<file path="config.mk">
export PLATFORM = sky130hd
export DESIGN_NAME = svf_cap_regs
export DESIGN_NICKNAME = d
export VERILOG_FILES = /design/src/rtl/svf_pkg.sv /design/src/rtl/svf_ctrl_regs.sv /design/src/rtl/svf_rid_layout.sv /design/src/rtl/svf_read_mux.sv /design/src/rtl/svf_cap_regs.sv
export SDC_FILE = /design/constraint.sdc
export NUM_CORES = 1
export LEC_CHECK = 0
export BUFFER_PORTS_ARGS = -buffer_cell sky130_fd_sc_hd__buf_2
export CAP_MARGIN = 0
export CORE_UTILIZATION = 55
export CTS_CLUSTER_SIZE = 40
export DETAILED_ROUTE_END_ITERATION = 6
export GPL_TIMING_DRIVEN = 0
export PLACE_DENSITY = 0.84
export SLEW_MARGIN = 30
export SYNTH_ARGS = -nofsm -noshare
export SYNTH_HDL_FRONTEND = slang
export SYNTH_SLANG_ARGS = --single-unit
export TNS_END_PERCENT = 20
</file>
<file path="constraint.sdc">
create_clock -name clk -period 5.04 [get_ports clk]
set_input_delay 0.252 -clock clk [delete_from_list [all_inputs] [get_ports clk]]
set_output_delay 0.252 -clock clk [all_outputs]
set_load 0.05 [all_outputs]
</file>
<file path="src/rtl/svf_pkg.sv">
package svf_pkg;

  localparam int unsigned ADDR_W = 4;
  localparam int unsigned CNT_W  = 16;

  localparam logic [ADDR_W-1:0] IDX_HDR   = 4'h0;
  localparam logic [ADDR_W-1:0] IDX_CAP   = 4'h1;
  localparam logic [ADDR_W-1:0] IDX_CTL   = 4'h2;
  localparam logic [ADDR_W-1:0] IDX_VFCNT = 4'h3;
  localparam logic [ADDR_W-1:0] IDX_NUMVF = 4'h4;
  localparam logic [ADDR_W-1:0] IDX_RID   = 4'h5;
  localparam logic [ADDR_W-1:0] IDX_PGSUP = 4'h6;
  localparam logic [ADDR_W-1:0] IDX_PGSEL = 4'h7;

  typedef struct packed {
    logic mse;
    logic ari;
    logic mig;
    logic en;
  } ctl_t;

  function automatic logic count_legal(input logic [CNT_W-1:0] v, input logic mig_act,
                                       input logic [CNT_W-1:0] initv, input logic [CNT_W-1:0] totv);
    logic [CNT_W-1:0] lim;
    lim = mig_act ? totv : initv;
    return (v != '0) && (v <= lim);
  endfunction

  function automatic logic page_legal(input logic [31:0] v, input logic [31:0] mask);
    return ($countones(v) == 1) && ((v & ~mask) == 32'd0);
  endfunction

  function automatic logic [31:0] lowest_page(input logic [31:0] mask);
    logic [31:0] r;
    r = 32'd0;
    for (int i = 31; i >= 0; i--) begin
      if (mask[i]) r = 32'd1 << i;
    end
    return r;
  endfunction

  function automatic logic [CNT_W-1:0] rid_first(input logic [CNT_W-1:0] nv, input logic ari,
                                                 input logic [CNT_W-1:0] ofs_std, input logic [CNT_W-1:0] ofs_ari,
                                                 input logic [CNT_W-1:0] split, input logic [CNT_W-1:0] bump);
    if (ari) return ofs_ari;
    return (nv > split) ? (ofs_std + bump) : ofs_std;
  endfunction

  function automatic logic [CNT_W-1:0] rid_stride(input logic ari, input logic [CNT_W-1:0] s_std,
                                                  input logic [CNT_W-1:0] s_ari);
    return ari ? s_ari : s_std;
  endfunction

endpackage

</file>
<file path="src/rtl/svf_ctrl_regs.sv">
module svf_ctrl_regs
  import svf_pkg::*;
#(
  parameter int unsigned INITIAL_VFS = 8,
  parameter int unsigned TOTAL_VFS   = 16,
  parameter bit          MIG_CAPABLE = 1'b1,
  parameter logic [31:0] SUPP_PAGES  = 32'h0000_0553
) (
  input  logic             clk,
  input  logic             rst_n,
  input  logic             flr,
  input  logic             wr_ctl,
  input  logic             wr_numvf,
  input  logic             wr_page,
  input  logic [31:0]      wdata,
  output ctl_t             ctl_q,
  output logic [CNT_W-1:0] numvf_q,
  output logic [31:0]      page_q,
  output logic             numvf_rej,
  output logic             page_rej
);

  localparam logic [CNT_W-1:0] INIT_C   = CNT_W'(INITIAL_VFS);
  localparam logic [CNT_W-1:0] TOT_C    = CNT_W'(TOTAL_VFS);
  localparam logic [31:0]      PAGE_DEF = lowest_page(SUPP_PAGES);

  logic numvf_ok;
  logic page_ok;

  assign numvf_ok  = !ctl_q.en && count_legal(wdata[CNT_W-1:0], ctl_q.mig, INIT_C, TOT_C);
  assign page_ok   = page_legal(wdata, SUPP_PAGES);
  assign numvf_rej = wr_numvf && !numvf_ok;
  assign page_rej  = wr_page && !page_ok;

  always_ff @(posedge clk or negedge rst_n) begin
    if (!rst_n) begin
      ctl_q <= '0;
    end else if (flr) begin
      ctl_q.en  <= 1'b0;
      ctl_q.mig <= 1'b0;
      ctl_q.mse <= 1'b0;
    end else if (wr_ctl) begin
      ctl_q.en  <= wdata[0];
      ctl_q.mig <= wdata[1] & MIG_CAPABLE;
      ctl_q.ari <= wdata[2];
      ctl_q.mse <= wdata[3];
    end
  end

  always_ff @(posedge clk or negedge rst_n) begin
    if (!rst_n)                    numvf_q <= '0;
    else if (wr_numvf && numvf_ok) numvf_q <= wdata[CNT_W-1:0];
  end

  always_ff @(posedge clk or negedge rst_n) begin
    if (!rst_n)                 page_q <= PAGE_DEF;
    else if (wr_page && page_ok) page_q <= wdata;
  end

endmodule

</file>
<file path="src/rtl/svf_rid_layout.sv">
module svf_rid_layout
  import svf_pkg::*;
#(
  parameter logic [CNT_W-1:0] OFS_STD = 16'd4,
  parameter logic [CNT_W-1:0] OFS_ARI = 16'd1,
  parameter logic [CNT_W-1:0] SPLIT   = 16'd8,
  parameter logic [CNT_W-1:0] BUMP    = 16'd8,
  parameter logic [CNT_W-1:0] STR_STD = 16'd2,
  parameter logic [CNT_W-1:0] STR_ARI = 16'd1
) (
  input  logic             clk,
  input  logic             rst_n,
  input  logic [CNT_W-1:0] numvf,
  input  logic             ari,
  output logic [CNT_W-1:0] first_q,
  output logic [CNT_W-1:0] stride_q
);

  always_ff @(posedge clk or negedge rst_n) begin
    if (!rst_n) begin
      first_q  <= rid_first('0, 1'b0, OFS_STD, OFS_ARI, SPLIT, BUMP);
      stride_q <= rid_stride(1'b0, STR_STD, STR_ARI);
    end else begin
      first_q  <= rid_first(numvf, ari, OFS_STD, OFS_ARI, SPLIT, BUMP);
      stride_q <= rid_stride(ari, STR_STD, STR_ARI);
    end
  end

endmodule

</file>
<file path="src/rtl/svf_read_mux.sv">
module svf_read_mux
  import svf_pkg::*;
#(
  parameter logic [15:0] CAP_ID      = 16'h0010,
  parameter logic [3:0]  CAP_VER     = 4'h1,
  parameter logic [11:0] NEXT_PTR    = 12'h140,
  parameter int unsigned INITIAL_VFS = 8,
  parameter int unsigned TOTAL_VFS   = 16,
  parameter bit          MIG_CAPABLE = 1'b1,
  parameter logic [31:0] SUPP_PAGES  = 32'h0000_0553
) (
  input  logic [ADDR_W-1:0] addr,
  input  ctl_t              ctl,
  input  logic [CNT_W-1:0]  numvf,
  input  logic [CNT_W-1:0]  first,
  input  logic [CNT_W-1:0]  stride,
  input  logic [31:0]       page,
  output logic [31:0]       rdata
);

  always_comb begin
    case (addr)
      IDX_HDR:   rdata = {NEXT_PTR, CAP_VER, CAP_ID};
      IDX_CAP:   rdata = {31'd0, MIG_CAPABLE};
      IDX_CTL:   rdata = {28'd0, ctl.mse, ctl.ari, ctl.mig, ctl.en};
      IDX_VFCNT: rdata = {CNT_W'(TOTAL_VFS), CNT_W'(INITIAL_VFS)};
      IDX_NUMVF: rdata = {16'd0, numvf};
      IDX_RID:   rdata = {stride, first};
      IDX_PGSUP: rdata = SUPP_PAGES;
      IDX_PGSEL: rdata = page;
      default:   rdata = 32'd0;
    endcase
  end

endmodule

</file>
<file path="src/rtl/svf_cap_regs.sv">
module svf_cap_regs
  import svf_pkg::*;
#(
  parameter logic [15:0] CAP_ID      = 16'h0010,
  parameter logic [3:0]  CAP_VER     = 4'h1,
  parameter logic [11:0] NEXT_PTR    = 12'h140,
  parameter int unsigned INITIAL_VFS = 8,
  parameter int unsigned TOTAL_VFS   = 16,
  parameter bit          MIG_CAPABLE = 1'b1,
  parameter logic [31:0] SUPP_PAGES  = 32'h0000_0553,
  parameter logic [15:0] OFS_STD     = 16'd4,
  parameter logic [15:0] OFS_ARI     = 16'd1,
  parameter logic [15:0] SPLIT       = 16'd8,
  parameter logic [15:0] BUMP        = 16'd8,
  parameter logic [15:0] STR_STD     = 16'd2,
  parameter logic [15:0] STR_ARI     = 16'd1
) (
  input  logic        clk,
  input  logic        rst_n,
  input  logic        flr,
  input  logic        cfg_wr,
  input  logic [3:0]  cfg_addr,
  input  logic [31:0] cfg_wdata,
  output logic [31:0] cfg_rdata,
  output logic        vf_en_o,
  output logic        vf_mem_en_o,
  output logic [15:0] vf_count_o,
  output logic [31:0] page_size_o
);

  ctl_t             ctl_q;
  logic [CNT_W-1:0] numvf_q;
  logic [CNT_W-1:0] first_q;
  logic [CNT_W-1:0] stride_q;
  logic [31:0]      page_q;
  logic             numvf_rej;
  logic             page_rej;
  logic             wr_ctl;
  logic             wr_numvf;
  logic             wr_page;

  assign wr_ctl   = cfg_wr && (cfg_addr == IDX_CTL);
  assign wr_numvf = cfg_wr && (cfg_addr == IDX_NUMVF);
  assign wr_page  = cfg_wr && (cfg_addr == IDX_PGSEL);

  svf_ctrl_regs #(
    .INITIAL_VFS(INITIAL_VFS), .TOTAL_VFS(TOTAL_VFS),
    .MIG_CAPABLE(MIG_CAPABLE), .SUPP_PAGES(SUPP_PAGES)
  ) u_ctrl (
    .clk(clk), .rst_n(rst_n), .flr(flr),
    .wr_ctl(wr_ctl), .wr_numvf(wr_numvf), .wr_page(wr_page), .wdata(cfg_wdata),
    .ctl_q(ctl_q), .numvf_q(numvf_q), .page_q(page_q),
    .numvf_rej(numvf_rej), .page_rej(page_rej)
  );

  svf_rid_layout #(
    .OFS_STD(OFS_STD), .OFS_ARI(OFS_ARI), .SPLIT(SPLIT),
    .BUMP(BUMP), .STR_STD(STR_STD), .STR_ARI(STR_ARI)
  ) u_layout (
    .clk(clk), .rst_n(rst_n), .numvf(numvf_q), .ari(ctl_q.ari),
    .first_q(first_q), .stride_q(stride_q)
  );

  svf_read_mux #(
    .CAP_ID(CAP_ID), .CAP_VER(CAP_VER), .NEXT_PTR(NEXT_PTR),
    .INITIAL_VFS(INITIAL_VFS), .TOTAL_VFS(TOTAL_VFS),
    .MIG_CAPABLE(MIG_CAPABLE), .SUPP_PAGES(SUPP_PAGES)
  ) u_rmux (
    .addr(cfg_addr), .ctl(ctl_q), .numvf(numvf_q), .first(first_q),
    .stride(stride_q), .page(page_q), .rdata(cfg_rdata)
  );

  assign vf_en_o     = ctl_q.en;
  assign vf_mem_en_o = ctl_q.en & ctl_q.mse;
  assign vf_count_o  = ctl_q.en ? numvf_q : '0;
  assign page_size_o = page_q;

endmodule

</file>
==> results.toml, run 1 <==
[place]
dp_hpwl_mm = 8.52
place_area_um2 = 4930
dp_cells = 615
io_buffers = 120
place_congestion = 0.870

[logic_synthesis]
syn_nets = 504
synth_area_per_cell_um2 = 10.6
synth_edf_count = 0
synth_top_family_by_area = "adder cells"
synth_top_area_cell = "dfrtp_1"
synth_xor_area_share_pct = 0.417
synthTopCellsByArea = "dfrtp_1 32%, ha_1 13%, fa_1 12%, mux2_2 9.7%, inv_1 7.4%"
synthSimpleGateAreaFrac_pct = 13.0
synth_top_area_share_pct = 31.6
synth_seq_area_share_pct = 32.8
synthMuxAreaShare_pct = 13.3
synthCells = 396
yosysWarnings = 0
synth-main-ff-cell = "dfrtp_1"
async_flop_share_pct = 100
synth-seq-cells = 55
synth-compound-area-share_pct = 5.99
synth_fa_ha_area_share_pct = 24.9
yosys.cell_types.count = 44
netlist_area_um2 = 4200

[setup_path]
reg2reg_slack_ps = 2870
cp-end-kind = "flop"
reg2reg_from = "u_ctrl.ctl_q[1]"
required_ps = 5270
critPathLaunchType = "primary input"
crit_arrival_ps = 5350
worst-path-max-fanout = 5
r2r_cells = 7
r2r-end = "u_ctrl.numvf_q[7]"
critPathKind = "primary input to flop"

[sta]
skew_ps = 3.17
setup_viol = 28
worst_pin_slew_ps = 720
period_share_pct = 102
hold_ws_ps = 146
rsz0062_at_grt = "true"
max_freq_ghz = 0.195
relSlewSlack_pct = 52.0
worst_slack_ps = -79.4
hold_violations = 0
final_max_slew_viol_count = 0
fin_crit_ps = 5120

[floorplan]
rows = 31
initial_core_util_pct = 57.3
die_width_um = 89.4
core_region_area_um2 = 7330
dieArea_um2 = 7990
io_pins = 122
die_h_um = 89.4

[pwr]
power.switching_mw = 0.680
worst_ir_drop_vdd_mv = 0.258
p_sw_share_pct = 41.5
p_total_mw = 1.64
power.static_leakage_nw = 3.04
power.share.sequential_pct = 27.7
power_density_nw_per_um2 = 300
clock_power_share_pct = 17.3
power.share.combinational_pct = 55.0
p_int_mw = 0.959

[final_layout]
n_antenna_cell = 0
area_growth_pct = 30.0
fin_nets = 640
drive_gt1_share_pct = 44.5
final_common_cell = "buf_2"
stdcell_count = 632
final_cell_area_um2 = 5460
mostFrequentLayoutCells = "103 x buf_2, 59 x inv_1, 53 x dfrtp_1"

[detailed_routing]
drt_iter0_markers = 281
drt-total-wl_mm = 12.7
vias = 3536
routedWlPerCell_um = 20.2
firstDrtPassIters = 5
vias_per_cell = 5.59
drc = 0
ant_nets = 0

[run]
cap_violations = 0

[clocking]
clock_latency_ps = 330
htreeDepth = 2
cts.sinks = 55
cts_buffer_depth = 2
root_buffer = "clkbuf_8"
cts_tree = "built"
cts_made_buffers = 5
clk_pin_slew_worst_paths_ps = 120

[hold_path]
hold_path_end = "u_ctrl.ctl_q[0]"
min_path_cells = 2
hp-class = "primary input to flop"
hold_start = "flr"

[run_status]
failed_checks = "negative setup slack"
status = "finished with violations"

[global_route]
grt_max_degree = 56
antenna_found_initial = 0
grt_pass1_vias = 3179
grt_pass1_wl_mm = 16.4
track_usage_pct = 28.3
grt-ovfl-total = 0
[cell usage after synthesis (4+ instances only)]
library cell / n
inv_1: 83
dfrtp_1: 53
ha_1: 42
mux2_2: 36
and2_1: 29
fa_1: 26
nor2_1: 18
a21oi_1: 13
nand2_1: 10
a22o_1: 9
mux2i_1: 8
clkbuf_1: 7
nor2b_1: 7
buf_6: 5
and4b_1: 4
mux2_4: 4
nor4_1: 4
o21ai_0: 4
[sequential cells by signal (all words and copies together) (netlist names)]
| signal | cells |
|---|---|
| u_layout.first_q | 2 |
| u_ctrl.numvf_q | 16 |
| u_ctrl.ctl_q | 4 |
| u_layout.stride_q | 1 |
| u_ctrl.page_q | 32 |
[cell families (layout without fill, tap and decap cells)]
family	after synthesis	after routing
buffers and inverters	97	234
AND/OR/NAND/NOR	88	88
adder cells (fa/ha/maj)	68	68
flip-flops	55	55
multiplexers	49	49
AO/OA/AOI/OAI	37	37
XOR/XNOR	2	2
[cell type report]
cell class | count | area [um^2]
Multi-Input combinational cell | 244 | 2660
Fill cell | 465 | 1870
Sequential cell | 55 | 1380
Timing Repair Buffer | 129 | 774
Inverter | 83 | 317
Tap cell | 99 | 124
Buffer | 14 | 110
Clock buffer | 5 | 68.8
Clock inverter | 3 | 31.3
[power by group through the flow]
stage	Clock [mW]	Combinational, mW	Sequential, mW
after CTS	0.285	0.789	0.454
after floorplan	0	0.570	0.460
after global routing	0.300	1.00	0.454
final	0.284	0.902	0.454
after global placement	0	0.724	0.462
after detailed placement	0	0.777	0.462
[stage by stage]
| stage | setup TNS [ps] | utilization, % | setup slack, ps |
|---|---|---|---|
| after floorplan | 0 | - | 86.1 |
| after global placement | -7600 | 67.2 | -315 |
| after detailed placement | -10020 | 67.2 | -395 |
| after CTS | 0 | 69.6 | 6.73 |
| after global routing | -4230 | 74.5 | -176 |
| final | -1370 | 74.5 | -79.4 |
[worst max-delay path by stage]
| stage | cells past startpoint | end | startpoint | slack, ps |
|---|---|---|---|---|
| after detailed placement | 19 | u_ctrl.page_q[1] | cfg_wdata[9] | -390 |
| after CTS | 19 | u_ctrl.page_q[19] | cfg_wdata[16] | 7 |
| final | 19 | u_ctrl.page_q[13] | cfg_wdata[25] | -80 |
| after floorplan | 17 | u_ctrl.page_q[10] | cfg_wdata[30] | 90 |
| after global routing | 18 | u_ctrl.page_q[12] | cfg_wdata[16] | -180 |
| after global placement | 19 | u_ctrl.page_q[2] | cfg_wdata[9] | -320 |
[layer usage]
layer	track usage [%]	vias up	routed length, um
li1	-	1549	-
met1	37.7	1752	5220
met2	47.1	199	6290
met3	4.16	36	809
met5	0	-	0
met4	10.4	0	414
[worst max-delay path: stages]
cell and delay, ps:
buf_2 120, inv_2 50, ha_4 250, inv_2 40, fa_2 400, fa_1 500
fa_1 540, fa_1 600, fa_1 430, inv_1 80, ha_2 200, inv_2 50
fa_1 540, and4_1 200, nand4_1 190, nor3_4 260, buf_6 180, buf_6 140
mux2_2 330
[repair_timing]
item / 4_1_cts / 5_1_grt
hold endpoints to repair: 19 / 0
hold buffers: 1 / 0
pin swaps: 4 / 24
gates cloned: 2 / 0
endpoints found under the setup margin: 24 / 31
gates resized for setup: 6 / 105
setup buffers: 5 / 1
(Power assumes the default switching activity.)
==> run 2, diff against run 1 <==
--- a/config.mk
+++ b/config.mk
@@ -8,9 +8,11 @@
 export BUFFER_PORTS_ARGS = -buffer_cell sky130_fd_sc_hd__buf_2
 export CAP_MARGIN = 0
 export CORE_UTILIZATION = 55
+export CTS_BUF_LIST = sky130_fd_sc_hd__clkbuf_4
 export CTS_CLUSTER_SIZE = 40
 export DETAILED_ROUTE_END_ITERATION = 6
 export GPL_TIMING_DRIVEN = 0
+export MAX_ROUTING_LAYER = met4
 export PLACE_DENSITY = 0.84
 export SLEW_MARGIN = 30
 export SYNTH_ARGS = -nofsm -noshare
==> run 2 against run 1 <==
Compared with the run above:
- clock-buffer cell count did not move
- power down 11%
- design area is 6.5% lower
- clock skew grew 4.2 ps
- clock power decreased by 16%
- the run now ends clean
==> results.toml, run 2 (synthesis results as in run 1) <==
[hold_path]
hold_start = "flr"
hp-class = "primary input to flop"

[clocking]
htreeDepth = 2
cts_made_buffers = 5
root_buffer = "clkbuf_4"
cts.sinks = 55
clock_latency_ps = 420
cts_tree = "built"
cts_buffer_depth = 2
clk_pin_slew_worst_paths_ps = 190

[floorplan]
dieArea_um2 = 7990
die_width_um = 89.4
rows = 31
io_pins = 122
initial_core_util_pct = 57.3
core_region_area_um2 = 7330
die_h_um = 89.4

[sta]
setup_viol = 0
skew_ps = 7.40
period_share_pct = 96.5
relSlewSlack_pct = 52.1
worst_pin_slew_ps = 718
max_freq_ghz = 0.206
hold_violations = 0
final_max_slew_viol_count = 0
tns_ps = 0
fin_crit_ps = 4860

[setup_path]
r2r_cells = 7
required_ps = 5370
cp-endpoint = "u_ctrl.page_q[1]"
crit_arrival_ps = 5190
reg2reg_from = "u_ctrl.ctl_q[1]"
worst-path-max-fanout = 7
critPathKind = "primary input to flop"
critPathLaunchType = "primary input"
cp-end-kind = "flop"
reg2reg_slack_ps = 2920
r2r-end = "u_ctrl.numvf_q[7]"
critPathLaunch = "cfg_wdata[30]"

[global_route]
grt_max_degree = 56
track_usage_pct = 29.0
grt_pass1_wl_mm = 16.4
antenna_found_initial = 0
busiest_layer = "met2"
gr-usage-met3_pct = 4.99
met2_usage_pct = 46.8
grtUsageMet1_pct = 37.1
grt-ovfl-total = 0
grt_pass1_vias = 3264

[final_layout]
final_common_cell = "buf_2"
fillCellCount = 558
reg_top3 = "u_ctrl.page_q: 32 flops, u_ctrl.numvf_q: 16 flops, u_ctrl.ctl_q: 4 flops"
n_antenna_cell = 0
top_register = "u_ctrl.page_q"
largest_reg_flops = 32
utilization_pct = 69.6
final_cell_area_um2 = 5100
area_growth_pct = 21.5
fin_nets = 640
mostFrequentLayoutCells = "117 x buf_2, 82 x inv_1, 53 x dfrtp_1"
drive_gt1_share_pct = 36.6

[place]
place_area_um2 = 4930
place_congestion = 0.879
dp_hpwl_mm = 8.53
io_buffers = 120

[detailed_routing]
vias_per_cell = 5.25
drt-total-wl_mm = 11.0
ant_nets = 0
drt_iter0_markers = 177
firstDrtPassIters = 5
drc = 0
routedWlPerCell_um = 17.4
vias = 3321

[pwr]
p_total_mw = 1.46
clock_power_share_pct = 16.4
worst_ir_drop_vdd_mv = 0.251
p_sw_share_pct = 41.9
power.switching_mw = 0.610
power.static_leakage_nw = 3.01
power_density_nw_per_um2 = 285
p_int_mw = 0.845
power.share.combinational_pct = 52.4
power.share.sequential_pct = 31.2

[run]
cap_violations = 0

[run_status]
status = "finished, final reports clean"
run 2: cell counts in the layout (fill, tap and decap cells not counted):
Identical to the previous run, type by type.
run 2: power by group through the flow:
stage / combinational (mW) / clock (mW) / sequential, mW
after floorplan: 0.570 / 0 / 0.460
after global placement: 0.725 / 0 / 0.462
after detailed placement: 0.773 / 0 / 0.462
after CTS: 0.777 / 0.245 / 0.454
after global routing: 0.905 / 0.259 / 0.455
final: 0.763 / 0.238 / 0.454
run 2: layout make-up:
cell class | instances | area [um^2] | share of cell area [%]
multi-input combinational | 244 | 2430 | 47.7
sequential | 55 | 1380 | 27.0
timing repair buffer | 129 | 682 | 13.4
inverter | 83 | 312 | 6.10
tap | 99 | 124 | 2.43
buffer | 14 | 106 | 2.08
clock buffer | 5 | 37.5 | 0.735
clock inverter | 3 | 31.3 | 0.613
run 2: per-layer routing:
layer	vias to the layer above	wire length (um)
met5	-	0
met4	0	261
met3	21	641
met2	134	5390
met1	1612	4690
li1	1554	-
run 2: stage by stage:
stage | hold WS, ps | setup WS (ps) | instances
after floorplan | -43.6 | 86.1 | 396
after global placement | 468 | -317 | 615
after detailed placement | 356 | -384 | 615
after CTS | 26.0 | 60.9 | 624
after global routing | 24.5 | -20.9 | 632
final | 35.8 | 179 | 632
run 2: worst min-delay path by stage:
stage	depth (start not counted)	to	slack [ps]
4_1_cts	2	u_ctrl.ctl_q[0]	30
3_3_place_gp	0	u_layout.stride_q[0]	470
2_1_floorplan	0	u_ctrl.ctl_q[0]	-40
6_report	2	u_ctrl.ctl_q[0]	40
3_5_place_dp	1	u_ctrl.numvf_q[0]	360
5_1_grt	2	u_ctrl.ctl_q[1]	20
run 2: repair_timing:
action                     in CTS  in global routing
setup endpoints to repair       0                 26
setup buffers                   0                  7
gates resized for setup         0                 15
hold buffers                    1                  0
hold endpoints to repair       53                  0
run 2: worst max-delay path, cell delays in order:
cell and delay (ps):
buf_2 100, inv_1 50, ha_1 270, inv_1 50, fa_1 450, fa_1 500
fa_1 530, fa_1 570, fa_1 410, inv_1 70, ha_2 180, inv_1 50
fa_1 470, and4_1 200, nand4_1 160, nor3_4 250, buf_6 150, buf_8 140
mux2_2 340
==> run 3, diff against run 2 <==
--- a/config.mk
+++ b/config.mk
@@ -11,9 +11,9 @@
 export CTS_BUF_LIST = sky130_fd_sc_hd__clkbuf_4
 export CTS_CLUSTER_SIZE = 40
 export DETAILED_ROUTE_END_ITERATION = 6
-export GPL_TIMING_DRIVEN = 0
 export MAX_ROUTING_LAYER = met4
 export PLACE_DENSITY = 0.84
+export SETUP_SLACK_MARGIN = 0.2
 export SLEW_MARGIN = 30
 export SYNTH_ARGS = -nofsm -noshare
 export SYNTH_HDL_FRONTEND = slang
==> run 3 against run 2 <==
Compared with the run above:
- die area unchanged
- combinational power increased by 23%
- sequential share of layout area decreased by 0.58 points
- worst hold slack improved by 8.4 ps
- largest power group unchanged
- worst setup slack improved by 57 ps
- sequential cell count unchanged
- critical path type unchanged
- power increased by 14%
- final cell count decreased by 0.32%
- wire length decreased by 7.6%
- highest routed layer unchanged
- register-to-register slack improved by 60 ps
- sequential power about the same
==> results.toml, run 3 (synthesis results as in run 1) <==
[run_status]
status = "finished, final reports clean"

[setup_path]
worst-path-max-fanout = 13
crit_arrival_ps = 5100
critPathLaunchType = "primary input"
cp-end-kind = "flop"
cpPeakStageDelay_ps = 550
crit_buf_inv = 8
crit_path_top_delay_cell = "fa_1"
required_ps = 5330
cp_common_cell = "fa_1"
crit_chain = "buf_2 > ha_4 > inv_2 > fa_1 > inv_1 > fa_1 > inv_1 > fa_1 > fa_1 > fa_1 > inv_2 > ha_4 > inv_2 > fa_2 > and4_1 > nand4_1 > nor3_4 > buf_4 > buf_12 > mux2_2"
critical-path-top-delay-family = "adder cells"
critPathKind = "primary input to flop"
reg2reg_slack_ps = 2980

[place]
io_buffers = 121
pre_cts_slack_ps = -270
dp_hpwl_mm = 7.95
place_congestion = 0.895
place_area_um2 = 5060
dp_cells = 618

[final_layout]
final_common_cell = "buf_2"
area_growth_pct = 24.2
stdcell_count = 630
top_register = "u_ctrl.page_q"
fin_nets = 638
utilization_pct = 71.2
reg_top3 = "u_ctrl.page_q: 32 flops, u_ctrl.numvf_q: 16 flops, u_ctrl.ctl_q: 4 flops"
drive_gt1_share_pct = 39.9
n_antenna_cell = 0
final_cell_area_um2 = 5220
largest_reg_flops = 32
mostFrequentLayoutCells = "121 x buf_2, 77 x inv_1, 53 x dfrtp_1"

[floorplan]
io_pins = 122
initial_core_util_pct = 57.3
core_region_area_um2 = 7330
die_h_um = 89.4
die_width_um = 89.4
dieArea_um2 = 7990
rows = 31

[sta]
worst_slack_ps = 236
skew_ps = 19.2
fin_crit_ps = 4800
worst_pin_slew_ps = 821
setup_viol = 0
rsz0062_at_grt = "false"
tns_ps = 0
max_freq_ghz = 0.208
hold_ws_ps = 44.2
final_max_slew_viol_count = 0
period_share_pct = 95.3
hold_violations = 0
relSlewSlack_pct = 45.2

[global_route]
track_usage_pct = 27.7
grt-ovfl-total = 0
grt_pass1_wl_mm = 15.9
antenna_found_initial = 0
grt_max_degree = 56
grt_pass1_vias = 3241

[run]
cap_violations = 0

[pwr]
power.share.sequential_pct = 27.5
power.static_leakage_nw = 3.03
power_density_nw_per_um2 = 317
power.share.combinational_pct = 56.9
power.switching_mw = 0.671
p_total_mw = 1.65
p_sw_share_pct = 40.6
worst_ir_drop_vdd_mv = 0.256
clock_power_share_pct = 15.7
p_int_mw = 0.982

[detailed_routing]
routedWlPerCell_um = 16.1
drt_iter0_markers = 158
vias_per_cell = 5.31
firstDrtPassIters = 4
vias = 3347
drc = 0
ant_nets = 0
drt-total-wl_mm = 10.1

[clocking]
cts_tree = "built"
htreeDepth = 2
clock_latency_ps = 400
cts_made_buffers = 5
clk_pin_slew_worst_paths_ps = 180
root_buffer = "clkbuf_4"
cts_buffer_depth = 2
cts.sinks = 55

[hold_path]
hp-class = "primary input to flop"
## run 3: cell count changes in the layout (fill, tap and decap cells not counted), moves of 5 or more
cell,change
buf_4,+5
mux2_4,+9
inv_2,+5
mux2_2,-10
inv_1,-5
clkbuf_1,-7
## run 3: final timing paths
kind                                  startpoint             endpoint  cells after the start
worst max-delay path                cfg_wdata[2]     u_ctrl.page_q[6]                     20
worst min-delay path                         flr      u_ctrl.ctl_q[3]                      2
worst max register to register   u_ctrl.ctl_q[1]   u_ctrl.numvf_q[11]                      6
worst min register to register  u_ctrl.page_q[7]     u_ctrl.page_q[7]                      1
max in group asynchronous                  rst_n     u_ctrl.page_q[6]                      3
min in group asynchronous                  rst_n  u_layout.first_q[3]                      3
## run 3: power groups by stage
stage | Combinational [mW] | Sequential (mW) | Clock, mW
6_report | 0.940 | 0.454 | 0.259
5_1_grt | 1.04 | 0.455 | 0.277
4_1_cts | 0.798 | 0.454 | 0.263
3_5_place_dp | 0.782 | 0.462 | 0
3_3_place_gp | 0.725 | 0.462 | 0
2_1_floorplan | 0.574 | 0.460 | 0
## run 3: routing by layer
metal  GRT usage (%)  vias up  part of all wire [%]
met1            36.2     1640                    44
met2            44.4      140                    48
met4            8.66        0                   1.8
met5               -        -                     0
li1                -     1546                     -
met3            4.71       21                   6.1
## run 3: what timing repair did
action | 4_1_cts | 5_1_grt
setup buffers | 0 | 2
resized for setup | 0 | 5
pin swaps | 1 | 3
setup endpoints to repair | 19 | 32
hold buffers | 1 | 0
gates cloned | 0 | 1
endpoints found under the hold margin | 53 | 0
## run 3: cell type report
class                      instances  area (um^2)
timing repair buffer             141          801
clock buffer                       5         37.5
fill                             522         2110
clock inverter                     3         46.3
sequential                        55         1380
tap                               99          124
inverter                          83          312
multi-input combinational        244         2520
